==> src/rtl/wdog_pkg.sv <==
package wdog_pkg;

  typedef enum logic {
    SRC_OSC  = 1'b0,
    SRC_ICLK = 1'b1
  } tick_src_e;

endpackage

==> src/rtl/wdog_tick_src.sv <==
module wdog_tick_src
  import wdog_pkg::*;
#(
  parameter int ICLK_DIV_W = 2
) (
  input  logic      clk,
  input  logic      clr,
  input  tick_src_e src_sel,
  input  logic      osc_tick,
  output logic      tick_o
);

  logic [ICLK_DIV_W-1:0] phase_q;
  localparam logic [ICLK_DIV_W-1:0] PH_ONE = 1;

  always_ff @(posedge clk) begin
    if (clr) begin
      phase_q <= '0;
      tick_o  <= 1'b0;
    end else begin
      phase_q <= phase_q + PH_ONE;
      if (src_sel == SRC_OSC) tick_o <= osc_tick;
      else                    tick_o <= &phase_q;
    end
  end

endmodule

==> src/rtl/wdog_count_stage.sv <==
module wdog_count_stage #(
  parameter int W = 8
) (
  input  logic clk,
  input  logic clr,
  input  logic tick_i,
  output logic carry_o
);

  localparam logic [W-1:0] CNT_ONE = 1;
  logic [W-1:0] cnt_q;

  // Carry fires on the tick that wraps the stage back to zero.
  assign carry_o = tick_i & (&cnt_q);

  always_ff @(posedge clk) begin
    if (clr)         cnt_q <= '0;
    else if (tick_i) cnt_q <= cnt_q + CNT_ONE;
  end

endmodule

==> src/rtl/wdog_prescaler.sv <==
module wdog_prescaler #(
  parameter int SEL_W = 3
) (
  input  logic             clk,
  input  logic             clr,
  input  logic [SEL_W-1:0] sel_i,
  input  logic             tick_i,
  output logic             tick_o
);

  localparam int CNT_W = (1 << SEL_W) - 1;
  localparam logic [CNT_W-1:0] CNT_ONE = 1;

  logic [CNT_W-1:0] cnt_q;
  logic [CNT_W-1:0] mask;
  logic             tap;

  // Mask has sel_i low bits set; the tap fires every 2^sel_i input ticks.
  always_comb begin
    for (int b = 0; b < CNT_W; b++) mask[b] = (b < int'(sel_i));
  end

  assign tap = tick_i & ((cnt_q & mask) == mask);

  always_ff @(posedge clk) begin
    if (clr) begin
      cnt_q  <= '0;
      tick_o <= 1'b0;
    end else begin
      if (tick_i) cnt_q <= cnt_q + CNT_ONE;
      tick_o <= tap;
    end
  end

endmodule

==> src/rtl/wdog_dual_src.sv <==
module wdog_dual_src
  import wdog_pkg::*;
#(
  parameter int          FIX_STAGES = 8,
  parameter int          SEL_W      = 3,
  parameter int          FIN_W      = 4,
  parameter int          ICLK_DIV_W = 2,
  parameter logic [SEL_W-1:0] SEL_RST = '1
) (
  input  logic             clk,
  input  logic             rst,
  input  logic             cfg_en,
  input  logic             cfg_src,
  input  logic             osc_tick,
  input  logic             ws_wr_en,
  input  logic [SEL_W-1:0] ws_wr_data,
  input  logic             wdt_clr,
  output logic             rst_out
);

  logic             clr_all;
  logic             src_tick;
  logic             fix_carry;
  logic             fdiv_tick;
  logic             pre_tick;
  logic             fin_carry;
  logic [SEL_W-1:0] sel_q;
  tick_src_e        src_sel;

  assign src_sel = tick_src_e'(cfg_src);
  assign clr_all = rst | ~cfg_en | wdt_clr | fin_carry;

  always_ff @(posedge clk) begin
    if (rst)                      sel_q <= SEL_RST;
    else if (cfg_en && ws_wr_en)  sel_q <= ws_wr_data;
  end

  wdog_tick_src #(.ICLK_DIV_W(ICLK_DIV_W)) u_src (
    .clk(clk), .clr(clr_all), .src_sel(src_sel),
    .osc_tick(osc_tick), .tick_o(src_tick)
  );

  wdog_count_stage #(.W(FIX_STAGES)) u_fix (
    .clk(clk), .clr(clr_all), .tick_i(src_tick), .carry_o(fix_carry)
  );

  always_ff @(posedge clk) begin
    if (clr_all) fdiv_tick <= 1'b0;
    else         fdiv_tick <= fix_carry;
  end

  wdog_prescaler #(.SEL_W(SEL_W)) u_pre (
    .clk(clk), .clr(clr_all), .sel_i(sel_q),
    .tick_i(fdiv_tick), .tick_o(pre_tick)
  );

  wdog_count_stage #(.W(FIN_W)) u_fin (
    .clk(clk), .clr(clr_all), .tick_i(pre_tick), .carry_o(fin_carry)
  );

  always_ff @(posedge clk) begin
    if (rst) rst_out <= 1'b0;
    else     rst_out <= cfg_en & ~wdt_clr & fin_carry;
  end

endmodule

==> config.mk <==
export PLATFORM = sky130hd
export DESIGN_NAME = wdog_dual_src
export DESIGN_NICKNAME = d
export VERILOG_FILES = /design/src/rtl/wdog_pkg.sv /design/src/rtl/wdog_tick_src.sv /design/src/rtl/wdog_count_stage.sv /design/src/rtl/wdog_prescaler.sv /design/src/rtl/wdog_dual_src.sv
export SDC_FILE = /design/constraint.sdc
export NUM_CORES = 1
export LEC_CHECK = 0
export ABC_AREA = 1
export CORE_UTILIZATION = 55
export CTS_CLUSTER_SIZE = 25
export DETAILED_ROUTE_END_ITERATION = 12
export HOLD_SLACK_MARGIN = 0.03
export MAX_ROUTING_LAYER = met4
export PLACE_DENSITY = 0.77
export SETUP_SLACK_MARGIN = 0.4
export SLEW_MARGIN = 20
export SYNTH_ARGS = -nofsm -noshare
export SYNTH_HDL_FRONTEND = slang
export SYNTH_SLANG_ARGS = --single-unit
export TNS_END_PERCENT = 30
==> constraint.sdc <==
create_clock -name clk -period 1.4 [get_ports clk]
set_input_delay 0.28 -clock clk [delete_from_list [all_inputs] [get_ports clk]]
set_output_delay 0.28 -clock clk [all_outputs]
set_load 0.05 [all_outputs]
==> metrics.md <==
| Metric | Value |
|---|---|
| Outcome | finished, final reports clean |
| Maximum capacitance violations | 0 |
| Static leakage | 0.628 nW |
| Fill cells | 144 |
| Worst setup startpoint | rst_out$_SDFF_PP0_ |
| Post-DP HPWL | 1550 um |
| CP top delay family | flip-flops |
| Reg clk slew, reported paths | 0.15 ns |
| Crit. End Element | output pin |
| Total power | 1.43 mW |
| Synth cell types | 23 |
| Layout cell share with drive strength beyond 1 | 0.290 |
| R2r setup slk | 0.29 ns |
| Gpl congestion | 0.786 |
| Multi-input logic area | 708 um^2 |
| Seq. cell area | 579 um^2 |
| Final instance count without filler cells | 210 |
| Number of global-route vias before repair | 1021 |
| Placed cells | 196 |
| First-pass iteration count of the detailed router | 4 |
| Data arrival time of the worst path | 0.84 ns |
| Syn Inst Count | 160 |
| R2R Path Start | u_fin.cnt_q[1]$_SDFFE_PP0P_ |
| IO buf count | 10 |
| Die ar. | 2470 um^2 |
| Critical Path End | rst_out |
| Clk Tree Root Cell | clkbuf_4 |
| Antenna Nets Post-Route | 0 |
| F_max | 0.889 GHz |
| Final Critical Period | 1.12 ns |
| Crit path cell chain | buf_12 |
| Reg-to-reg endpoint | u_fix.cnt_q[0]$_SDFFE_PP0P_ |
| Initial core utilization | 0.612 |
| PD cells | 878 nW/um^2 |
| Pin count of the biggest net entering global routing | 17 |
| Wire length per cell | 12.8 um |
| # rows | 16 |
| Sequential area share after synthesis | 0.448 |
| Worst Path Required | 1.12 ns |
| Commonest non-fill, non-tap cells in the layout | nand2_1, nor2_1, inv_1 |
| RSZ-0062 raised after global routing | yes |
| Min-delay worst type | reg -> reg |
| Diodes inserted | 0 |
| Synth area leaders | dfxtp_1, nand2_1, nor2_1, inv_1, a21oi_1 |
| #FFs+latches synth | 28 |
| FF-to-FF path depth | 5 |
| Clock Sinks | 28 |
| Leading cell type in the layout, fill and taps excluded | nand2_1 |
| Chip height | 49.7 um |
| Leading area contributor after synthesis | dfxtp_1 |
| Vias | 1065 |
| Max Transition Viols Final | 0 |
| First-pass GRT wire length | 4350 um |
| Clk Latency, worst-skew pair | 0.34 ns |
| Core Area | 2040 um^2 |
| H-tree levels | 1 |
| Syn_area_per_cell | 7.81 um^2 |
| Worst-Margin Slew | 0.351 ns |
| Min Hold Slack | 0.447 ns |
| Clk_skew | 0.00229 ns |
| Final Hold Viols | 0 |
| DRC Markers | 0 |
| CP max stage delay | 0.37 ns |
| Clock buffer depth | 2 |
| Io pins | 11 |
| Worst slew margin | 0.765 |
| Crit-path slowest cell | dfxtp_2 |
| Syn nets | 174 |
| Final setup TNS | 0 ns |
| Initial DRC Count | 14 |
| CTS Buf Count | 3 |
| Buf+Inv Stages, Crit Path | 1 |
| Initial antenna violation count | 0 |
| Share of the synthesized area in the top cell type | 0.448 |
| Gr ovfl total | 0 |
| CTS tree | done |
| Final nets | 198 |
| Netlist area before placement | 1250 um^2 |
| Worst setup SP type | register |
| Ys Warns | 0 |
| Worst-path fanout max | 1 |
| Final period utilization | 0.803 |
| Peak supply drop | 960 uV |
| Critical path class | reg -> out |
| P&R area growth vs syn | 30.5% |
| Die W | 49.7 um |
| Final wirelength | 2690 um |
| Crit. path cell count | 1 |
| Setup violators final | 0 |
| Via density | 5.07 |
| Global Route Usage Sum | 0.237 |
state kept, by name, indices dropped and copies added, names as in the netlist:
signal / count
u_pre.cnt_q: 7
rst_out: 1
sel_q: 3
u_pre.tick_o: 1
u_fin.cnt_q: 4
fdiv_tick: 1
u_src.tick_o: 1
u_src.phase_q: 2
u_fix.cnt_q: 8
logic make-up (layout without fill, tap and decap cells):
logic type	count (synthesis)	count (layout)	share of synthesized area
fa+ha+maj	4	4	0.0400
flops	28	28	0.448
mux	3	3	0.0240
buf+inv	24	45	0.0811
simple gates	80	82	0.299
compound gates	16	16	0.0721
xor+xnor	5	5	0.0350
through the flow:
step	area, um^2	setup slack (ns)	util
global route	1630	0.245	0.799
finish	1630	0.275	0.799
floorplan	1280	0.386	-
detailed placement	1420	-0.155	0.693
global placement	1420	-0.0965	0.693
CTS	1580	0.271	0.774
area by class of cell:
class | count | area share
flip-flops and latches | 28 | 0.355
multi-input cells | 110 | 0.434
clock buffers | 3 | 0.0138
inverters | 22 | 0.0506
clock inverters | 1 | 0.0184
well taps | 27 | 0.0207
repair buffers | 19 | 0.107
worst min path at each step:
stage	slack, ns	endpoint	from	cells past startpoint
finish	0.45	u_src.phase_q[0]$_SDFF_PP0_	u_src.phase_q[0]$_SDFF_PP0_	1
global route	0.47	u_src.phase_q[0]$_SDFF_PP0_	u_src.phase_q[0]$_SDFF_PP0_	1
CTS	0.45	u_src.phase_q[0]$_SDFF_PP0_	u_src.phase_q[0]$_SDFF_PP0_	1
detailed placement	0.43	u_src.phase_q[0]$_SDFF_PP0_	u_src.phase_q[0]$_SDFF_PP0_	1
global placement	0.41	u_src.phase_q[0]$_SDFF_PP0_	u_src.phase_q[0]$_SDFF_PP0_	1
floorplan	0.40	u_src.phase_q[0]$_SDFF_PP0_	u_src.phase_q[0]$_SDFF_PP0_	1
cells in the mapped netlist:
| library cell | instances |
|---|---|
| xnor2_1 | 3 |
| nor2_2 | 3 |
| nand3_1 | 6 |
| buf_6 | 1 |
| buf_4 | 1 |
| a21boi_0 | 1 |
| a21oi_1 | 11 |
| nand4_1 | 3 |
| nand2_1 | 32 |
| nor2_4 | 2 |
| nor3_1 | 4 |
| dfxtp_1 | 28 |
| mux2i_1 | 3 |
| inv_1 | 22 |
| nor3b_1 | 2 |
| nor2_1 | 24 |
| o21ai_0 | 1 |
| nand3_2 | 1 |
| o211ai_1 | 3 |
| xor2_1 | 2 |
| nand2_2 | 2 |
| ha_1 | 4 |
| nor3_4 | 1 |
power by group:
part,total [mW],internal [mW],switching (mW)
combinational,0.0765,0.0379,0.0386
sequential,0.808,0.803,0.00576
clock,0.547,0.290,0.257
total,1.43,1.13,0.301
routing by layer:
metal / global-route usage / share of wire
met1: 0.265 / 0.42
met2: 0.414 / 0.53
met3: 0.0586 / 0.036
met4: 0.0714 / 0.016
met5: - / 0
timing repair:
action | 4_1_cts | 5_1_grt
hold buffers | 0 | 0
buffers inserted | 7 | 1
endpoints found under the setup margin | 24 | 26
resized for setup | 16 | 14
pin swaps | 8 | 2
cloned | 2 | 0
Note: power is estimated with default switching activity, not from simulation.
